$ cat config.mk
export PLATFORM = sky130hd
export DESIGN_NAME = evtimer
export DESIGN_NICKNAME = d
export VERILOG_FILES = /design/src/rtl/evtimer.sv
export SDC_FILE = /design/constraint.sdc
export NUM_CORES = 1
export LEC_CHECK = 0
export BUFFER_PORTS_ARGS = -buffer_cell sky130_fd_sc_hd__buf_2
export CORE_MARGIN = 3
export CORE_UTILIZATION = 45
export CTS_CLUSTER_DIAMETER = 120
export DETAILED_ROUTE_END_ITERATION = 10
export PLACE_DENSITY = 0.73
export RECOVER_POWER = 50
export SYNTH_ARGS = -nofsm -noshare
export SYNTH_HDL_FRONTEND = slang
export SYNTH_SLANG_ARGS = --single-unit
export TNS_END_PERCENT = 100
$ cat constraint.sdc
create_clock -name clk -period 7.01 [get_ports clk]
set_input_delay 0.701 -clock clk [delete_from_list [all_inputs] [get_ports clk]]
set_output_delay 0.701 -clock clk [all_outputs]
set_load 0.02 [all_outputs]
$ cat src/rtl/evtimer.sv
module evtimer #(
  parameter int CNT_W = 32,
  parameter int SYNC  = 2
) (
  input  logic        clk,
  input  logic        rst_n,
  input  logic        sw_reset,
  input  logic        bus_we,
  input  logic        bus_addr,
  input  logic [31:0] bus_wdata,
  output logic [31:0] bus_rdata,
  input  logic        tick,
  input  logic        pin_in,
  output logic        pin_out,
  output logic        pin_oe,
  output logic        irq
);
  localparam logic [2:0] M_COUNT = 3'd0;
  localparam logic [2:0] M_PULSE = 3'd1;
  localparam logic [2:0] M_WIDTH = 3'd2;
  localparam logic [2:0] M_PERIOD = 3'd3;
  localparam logic [2:0] M_GPIO = 3'd4;
  localparam logic [CNT_W-1:0] CNT_MAX = '1;

  logic             run, ie, pol, src, gdir, gdata, flag, pulse_q, active;
  logic [2:0]       mode;
  logic [CNT_W-1:0] cnt, reload, capture;
  logic [SYNC:0]    sh;

  wire s_now  = sh[SYNC-1];
  wire s_prev = sh[SYNC];
  wire lvl    = s_now ^ pol;
  wire lvl_p  = s_prev ^ pol;
  wire lead   = lvl & ~lvl_p;
  wire trail  = ~lvl & lvl_p;

  wire ev = run && (((mode == M_COUNT) && !src) ? lead :
                    ((mode == M_COUNT) || (mode == M_PULSE)) ? tick : 1'b0);
  wire expire = ev && (cnt == '0);
  wire meas   = run && ((mode == M_WIDTH) || (mode == M_PERIOD));
  wire cap_ev = meas && active && ((mode == M_WIDTH) ? trail : lead);
  wire [CNT_W-1:0] cnt_inc = (cnt == CNT_MAX) ? cnt : cnt + 1'b1;
  wire ctrl_wr = bus_we && !bus_addr;

  always_ff @(posedge clk or negedge rst_n) begin
    if (!rst_n) sh <= '0;
    else        sh <= {sh[SYNC-1:0], pin_in};
  end

  always_ff @(posedge clk or negedge rst_n) begin
    if (!rst_n) begin
      run <= 1'b0; ie <= 1'b0; pol <= 1'b0; src <= 1'b0;
      gdir <= 1'b0; gdata <= 1'b0; mode <= M_COUNT;
      flag <= 1'b0; pulse_q <= 1'b0; active <= 1'b0;
      cnt <= '0; reload <= '0; capture <= '0;
    end else begin
      pulse_q <= expire && (mode == M_PULSE);

      if (ev) cnt <= expire ? reload : cnt - 1'b1;

      if (meas) begin
        if (lead) begin
          if (active && (mode == M_PERIOD)) capture <= cnt;
          cnt    <= {{(CNT_W-1){1'b0}}, 1'b1};
          active <= 1'b1;
        end else if (active && lvl) begin
          cnt <= cnt_inc;
        end else if (active && (mode == M_WIDTH)) begin
          if (trail) begin
            capture <= cnt;
            active  <= 1'b0;
          end
        end else if (active) begin
          cnt <= cnt_inc;
        end
      end

      if (expire || cap_ev)             flag <= 1'b1;
      else if (ctrl_wr && bus_wdata[8]) flag <= 1'b0;

      if (bus_we && bus_addr) reload <= bus_wdata[CNT_W-1:0];

      if (sw_reset) begin
        run <= 1'b0; ie <= 1'b0; pol <= 1'b0; active <= 1'b0;
      end else if (ctrl_wr) begin
        run   <= bus_wdata[31];
        ie    <= bus_wdata[30];
        pol   <= bus_wdata[29];
        gdata <= bus_wdata[5];
        gdir  <= bus_wdata[4];
        src   <= bus_wdata[3];
        mode  <= bus_wdata[2:0];
        if (bus_wdata[31] && !run) begin
          cnt    <= reload;
          active <= 1'b0;
        end
      end
    end
  end

  wire [CNT_W-1:0] word1 = ((mode == M_WIDTH) || (mode == M_PERIOD)) ? capture : reload;

  assign bus_rdata = bus_addr ? 32'(word1)
                              : {run, ie, pol, 19'd0, lvl, flag, 2'b00, gdata, gdir, src, mode};
  assign irq     = flag & ie;
  assign pin_oe  = (mode == M_PULSE) || ((mode == M_GPIO) && gdir);
  assign pin_out = ((mode == M_GPIO) ? gdata : pulse_q) ^ pol;
endmodule

=== Yosys cells after proc, flatten, opt, wreduce, memory -nomap -nowiden ===
Cells that the tools add are included.

* Output and inout bits: 35
* Input port bits: 39
* Word-level logic and storage cells: 100
* Flip-flop bits (word level): 111

* Eq/ne operators: 7
* Multiplexer cells: 38
* Bitwise logic cells: 9
* Reduce and logical (&&, ||, !) cells: 30
* $add $sub $neg: 2

{| class="wikitable"
|+ Operators with widths
! kind !! count
|-
| 2-to-1 mux 32 bit || 18
|-
| adder 32 x 1 -> 32 bit, second input constant || 1
|-
| equality test 32 bit, second input constant || 1
|-
| logical NOT 32 bit || 1
|-
| subtractor 32 x 1 -> 32 bit, second input constant || 1
|-
| 2-to-1 mux 1 bit || 20
|-
| logical AND 1 bit || 15
|-
| nonzero test 2 bit || 4
|-
| equality test 3 x 2 -> 1 bit, second input constant || 2
|-
| AND reduction 5 bit || 1
|-
| logical OR 1 bit || 4
|-
| AND 1 bit || 3
|-
| equality test 3 x 1 -> 1 bit, second input constant || 1
|-
| equality test 3 bit, second input constant || 1
|-
| logical NOT 1 bit || 3
|-
| logical NOT 3 bit || 1
|-
| NOT 1 bit || 3
|-
| bitwise XOR 1 bit || 3
|-
| inequality test 2 x 1 -> 1 bit, second input constant || 1
|-
| inequality test 2 bit, second input constant || 1
|-
| AND reduction 2 bit || 1
|}

=== Logic depth before layout (Yosys ltp) ===
* Word-level depth: 16
* Mapped depth: 13
* Gate-level depth less buffers: 10

=== Least setup slack after synthesis ===
No wires, ideal clock.

* Path type: flip-flop to flip-flop
* From: reg pol
* To: reg cnt[30]
* Setup slack: 4.052 ns
* Data arrival time: 2.834 ns
* Setup time: 0.124 ns
* Period minus slack after synthesis: 2.958 ns
* Buffers on the path: 2
* Required time: 6.886 ns
* Stages on the path, launching flop included: 11
* Path through: dfrtp_1 clkbuf_1 xor2_1 ha_1 clkbuf_1 nor3b_1 o211ai_1 or3_1 or4_1 a32oi_1 nand2_1

* Longest elaborated chain between the ends: 16
* Elaborated cells on any way between the ends: 18
* Those cells by class: mux: 11; bitwise: 4; reduce/logical: 3

{| class="wikitable"
|+ Ends and longest elaborated chain
! what !! RTL line !! RTL
|-
| start: declaration || 25 || <nowiki>logic run, ie, pol, src, gdir, gdata, flag, pulse_q, active;</nowiki>
|-
| start signal: assignment || 88 || <nowiki>pol <= bus_wdata[29];</nowiki>
|-
| bitwise XOR 1 bit || 33 || <nowiki>wire lvl_p = s_prev ^ pol;</nowiki>
|-
| NOT 1 bit || 34 || <nowiki>wire lead = lvl & ~lvl_p;</nowiki>
|-
| AND 1 bit || 34 ||
|-
| 2-to-1 mux 1 bit || 37 || <nowiki>wire ev = run && (((mode == M_COUNT) && !src) ? lead :</nowiki>
|-
| logical AND 1 bit || 37 ||
|-
| logical AND 1 bit || 39 || <nowiki>wire expire = ev && (cnt == '0);</nowiki>
|-
| 2-to-1 mux 32 bit (2 in a row) || 59 || <nowiki>if (ev) cnt <= expire ? reload : cnt - 1'b1;</nowiki>
|-
| 2-to-1 mux 32 bit || 73 || <nowiki>end else if (active) begin</nowiki>
|-
| 2-to-1 mux 32 bit || 68 || <nowiki>end else if (active && (mode == M_WIDTH)) begin</nowiki>
|-
| 2-to-1 mux 32 bit || 66 || <nowiki>end else if (active && lvl) begin</nowiki>
|-
| 2-to-1 mux 32 bit || 62 || <nowiki>if (lead) begin</nowiki>
|-
| 2-to-1 mux 32 bit (*) || 61 || <nowiki>if (meas) begin</nowiki>
|-
| 2-to-1 mux 32 bit || 93 || <nowiki>if (bus_wdata[31] && !run) begin</nowiki>
|-
| 2-to-1 mux 32 bit || 85 || <nowiki>end else if (ctrl_wr) begin</nowiki>
|-
| 2-to-1 mux 32 bit (*) || 83 || <nowiki>if (sw_reset) begin</nowiki>
|-
| end signal: assignment || 59 ||
|-
| end signal: assignment || 64 || <nowiki>cnt <= {{(CNT_W-1){1'b0}}, 1'b1};</nowiki>
|-
| end signal: assignment || 94 || <nowiki>cnt <= reload;</nowiki>
|-
| end: declaration || 27 || <nowiki>logic [CNT_W-1:0] cnt, reload, capture;</nowiki>
|}

Mark *: on every way between the ends. The rest lies on a longest branch, timed or not.
A chain may end at the register's enable or synchronous reset.

=== Worst setup path in the final report ===
* From: in bus_addr
* To: reg cnt[19]

* Longest elaborated chain between the ends: 4

{| class="wikitable"
|+ Ends and longest elaborated chain
! what !! RTL line !! RTL
|-
| start: declaration || 9 || <nowiki>input logic bus_addr,</nowiki>
|-
| logical NOT 1 bit || 43 || <nowiki>wire ctrl_wr = bus_we && !bus_addr;</nowiki>
|-
| logical AND 1 bit || 43 ||
|-
| 2-to-1 mux 32 bit || 85 ||
|-
| 2-to-1 mux 32 bit || 83 ||
|}

No other way between the ends.

==> results.json <==
{
  "drc": 0,
  "tightestPinTransition_ps": 2736,
  "num_rows": 44,
  "synthCells": 806,
  "period_needed_ps": 4162,
  "holdPathStages": 0,
  "register_area_um2": 2778,
  "grt.total_usage_pct": 24.85,
  "leakagePower_nw": 3.232,
  "grt_pass1_wl_um": 32900,
  "multiInputGateArea_um2": 3891,
  "clock_skew_ps": 13.72,
  "synth_edf_count": 0,
  "reg2reg_depth": 9,
  "ir_worst_vdd_v": 0.0001326,
  "tns_ps": 0,
  "regToRegStartpoint": "pol",
  "grt-ovfl-total": 0,
  "grt_max_degree": 65,
  "slew_headroom_pct": -82.39,
  "cts-resized-gates": 0,
  "synthToLayoutAreaGrowth_pct": 10.31,
  "synthTopCellsByArea": "dfrtp_1 (40%), mux2_2 (9.7%), nand2_1 (6.9%)",
  "fill_cells": 1386,
  "synth_ff_type": "dfrtp_1",
  "failed_checks": "max-capacitance violations, max-slew violations",
  "crit_arrival_ps": 4450,
  "die_area_um2": 17090,
  "clk_path_buf_depth": 2,
  "setup_viol": 0,
  "die_w_um": 130.7,
  "layout_commonest_cell": "nand2_1",
  "hold_end": "sh[1]",
  "viasPerCell": 6.232,
  "avgSynthCellArea_um2": 8.684,
  "min_from": "sh[0]",
  "gp_congestion": 0.9971,
  "ctsHoldBuffers": 0,
  "layout_common_cells": "nand2_1 (129), dfrtp_1 (111), buf_2 (70), mux2_2 (60), nor2_1 (59)",
  "crit_path_end_kind": "flop",
  "synth_area_leader_cell": "dfrtp_1",
  "fin_nets": 883,
  "critPathMaxFanout": 46,
  "dp_worst_setup_slack_ps": 3452,
  "rsz0062_at_grt": "no",
  "finalCritPeriodShare_pct": 59.37,
  "drt_iter0_markers": 835,
  "cts_tree": "built",
  "crit_type": "in -> reg",
  "n_antenna_cell": 0,
  "core_um2": 14860,
  "hold_path.class": "reg -> reg",
  "cts.sinks": 111,
  "finalMaxSlewViolations": 161,
  "cts_root_buf": "clkbuf_16",
  "utilization_pct": 51.94,
  "htree_num_levels": 3,
  "crit_required_ps": 7300,
  "drive_above_1_share_pct": 20.38,
  "hold_violations": 0,
  "dp_hpwl_um": 14340,
  "power_density_nw_per_um2": 245.2,
  "port_buffers": 73,
  "ios": 74,
  "ys_async_sr_fraction_pct": 100.0,
  "synth_cell_types": 64,
  "fp.dieH_um": 130.7,
  "r2r_slack_ps": 3450,
  "wl_per_cell_um": 19.91,
  "stdcell_count": 1028,
  "synth_top_area_share_pct": 39.69,
  "dpl.cell_count": 1012,
  "ys_seq_area_share_pct": 39.69,
  "setup_ws_ps": 2848,
  "drt-pass1-iter-count": 5,
  "post_cts_buffers": 0,
  "syn-cell-area_um2": 6999,
  "clkTransAtPathRegs_ps": 80,
  "vias": 6406,
  "grt_pass1_vias": 6022,
  "numCtsBuffers": 9,
  "maxCapViolations": 3,
  "yosys_warnings": 0,
  "ys_seq_elements": 111,
  "timing.fmax_ghz": 0.2403,
  "wirelength_um": 20470,
  "ant_nets": 0,
  "start_kind": "input port",
  "antenna_found_initial": 0,
  "outcome": "finished, violations left",
  "clock_latency_ps": 370,
  "start_util_pct": 47.09,
  "rr_endpoint": "cnt[11]",
  "syn-num-nets": 850
}
## cell type report
class                           instances  area share [%]
Clock buffer                           10           2.965
Clock inverter                          6          0.9885
Inverter                               15          0.7292
Multi-Input combinational cell        615           50.40
Sequential cell                       111           35.97
Tap cell                              184           2.982
Timing Repair Buffer                   87           5.963
## power breakdown
group / switching, mW / internal, mW / total, mW
combinational: 0.268 / 0.194 / 0.462
sequential: 0.168 / 0.719 / 0.887
clock: 0.259 / 0.285 / 0.544
## routing by layer
metal	wire (um)	global-route usage [%]
met5	0	0
met3	1764	5.772
met2	9379	38.67
met4	403	6.776
met1	8918	34.98
## sequential cells by signal (all words and copies together) (netlist names)
register,flops
gdata,1
pulse_q,1
cnt,32
src,1
mode,3
gdir,1
flag,1
active,1
ie,1
reload,32
run,1
pol,1
capture,32
sh,3
## worst max-delay path: stages
cell and delay, ps:
clkbuf_1 1360, nor3b_1 140, clkbuf_1 340, nand2_1 440, and2_1 480, nand2_1 370, nor3_1 370, a21oi_1 110
o22ai_1 130
## metrics by stage
stage	hold WS, ps	cell area, um2	total power [mW]
floorplan	331.2	6999	1.202
finish	352.0	7721	1.893
detailed placement	336.5	7428	1.353
CTS	354.8	7734	1.897
global placement	332.2	7428	1.343
global route	376.2	7721	2.004
## cell families (layout without fill, tap and decap cells)
logic type               after synthesis  count (layout)  share of synthesized area [%]
adder cells (fa/ha/maj)                5               5                         0.8938
multiplexers                          70              70                          11.08
XOR/XNOR                              25              25                          3.128
AO/OA/AOI/OAI                        183             183                          17.13
AND/OR/NAND/NOR                      332             332                          23.33
flip-flops                           111             111                          39.69
buffers and inverters                 80             118                          4.755
## synthesized netlist by cell type, types with 4 or more instances
cell and number:
a211oi_1 6, a21boi_0 21, a21oi_1 29, a221o_1 4, a22oi_1 6, a31oi_1 19, and2_1 7, and3_1 5
buf_1 8, buf_2 5, clkbuf_1 48, dfrtp_1 111, ha_1 5, inv_1 15, mux2_2 60, mux2i_1 10
nand2_1 129, nand3_1 28, nand4_1 17, nor2_1 59, nor2b_1 8, nor3_1 30, nor3b_1 5, nor4_1 11
o211ai_1 4, o21ai_0 51, o31ai_1 7, or3_1 8, or4_1 6, xnor2_1 16, xor2_1 9
## how the worst max path moves through the flow
stage | slack (ps) | from | to | cells past startpoint
2_1_floorplan | 4050 | pol | cnt[30] | 10
4_1_cts | 3520 | pol | cnt[27] | 10
3_5_place_dp | 3450 | bus_addr | cnt[19] | 9
6_report | 2850 | bus_addr | cnt[19] | 9
3_3_place_gp | 3390 | bus_addr | cnt[26] | 9
5_1_grt | 2300 | rst_n | cnt[28] | 2
No activity file was read; power rests on OpenSTA's default activity.
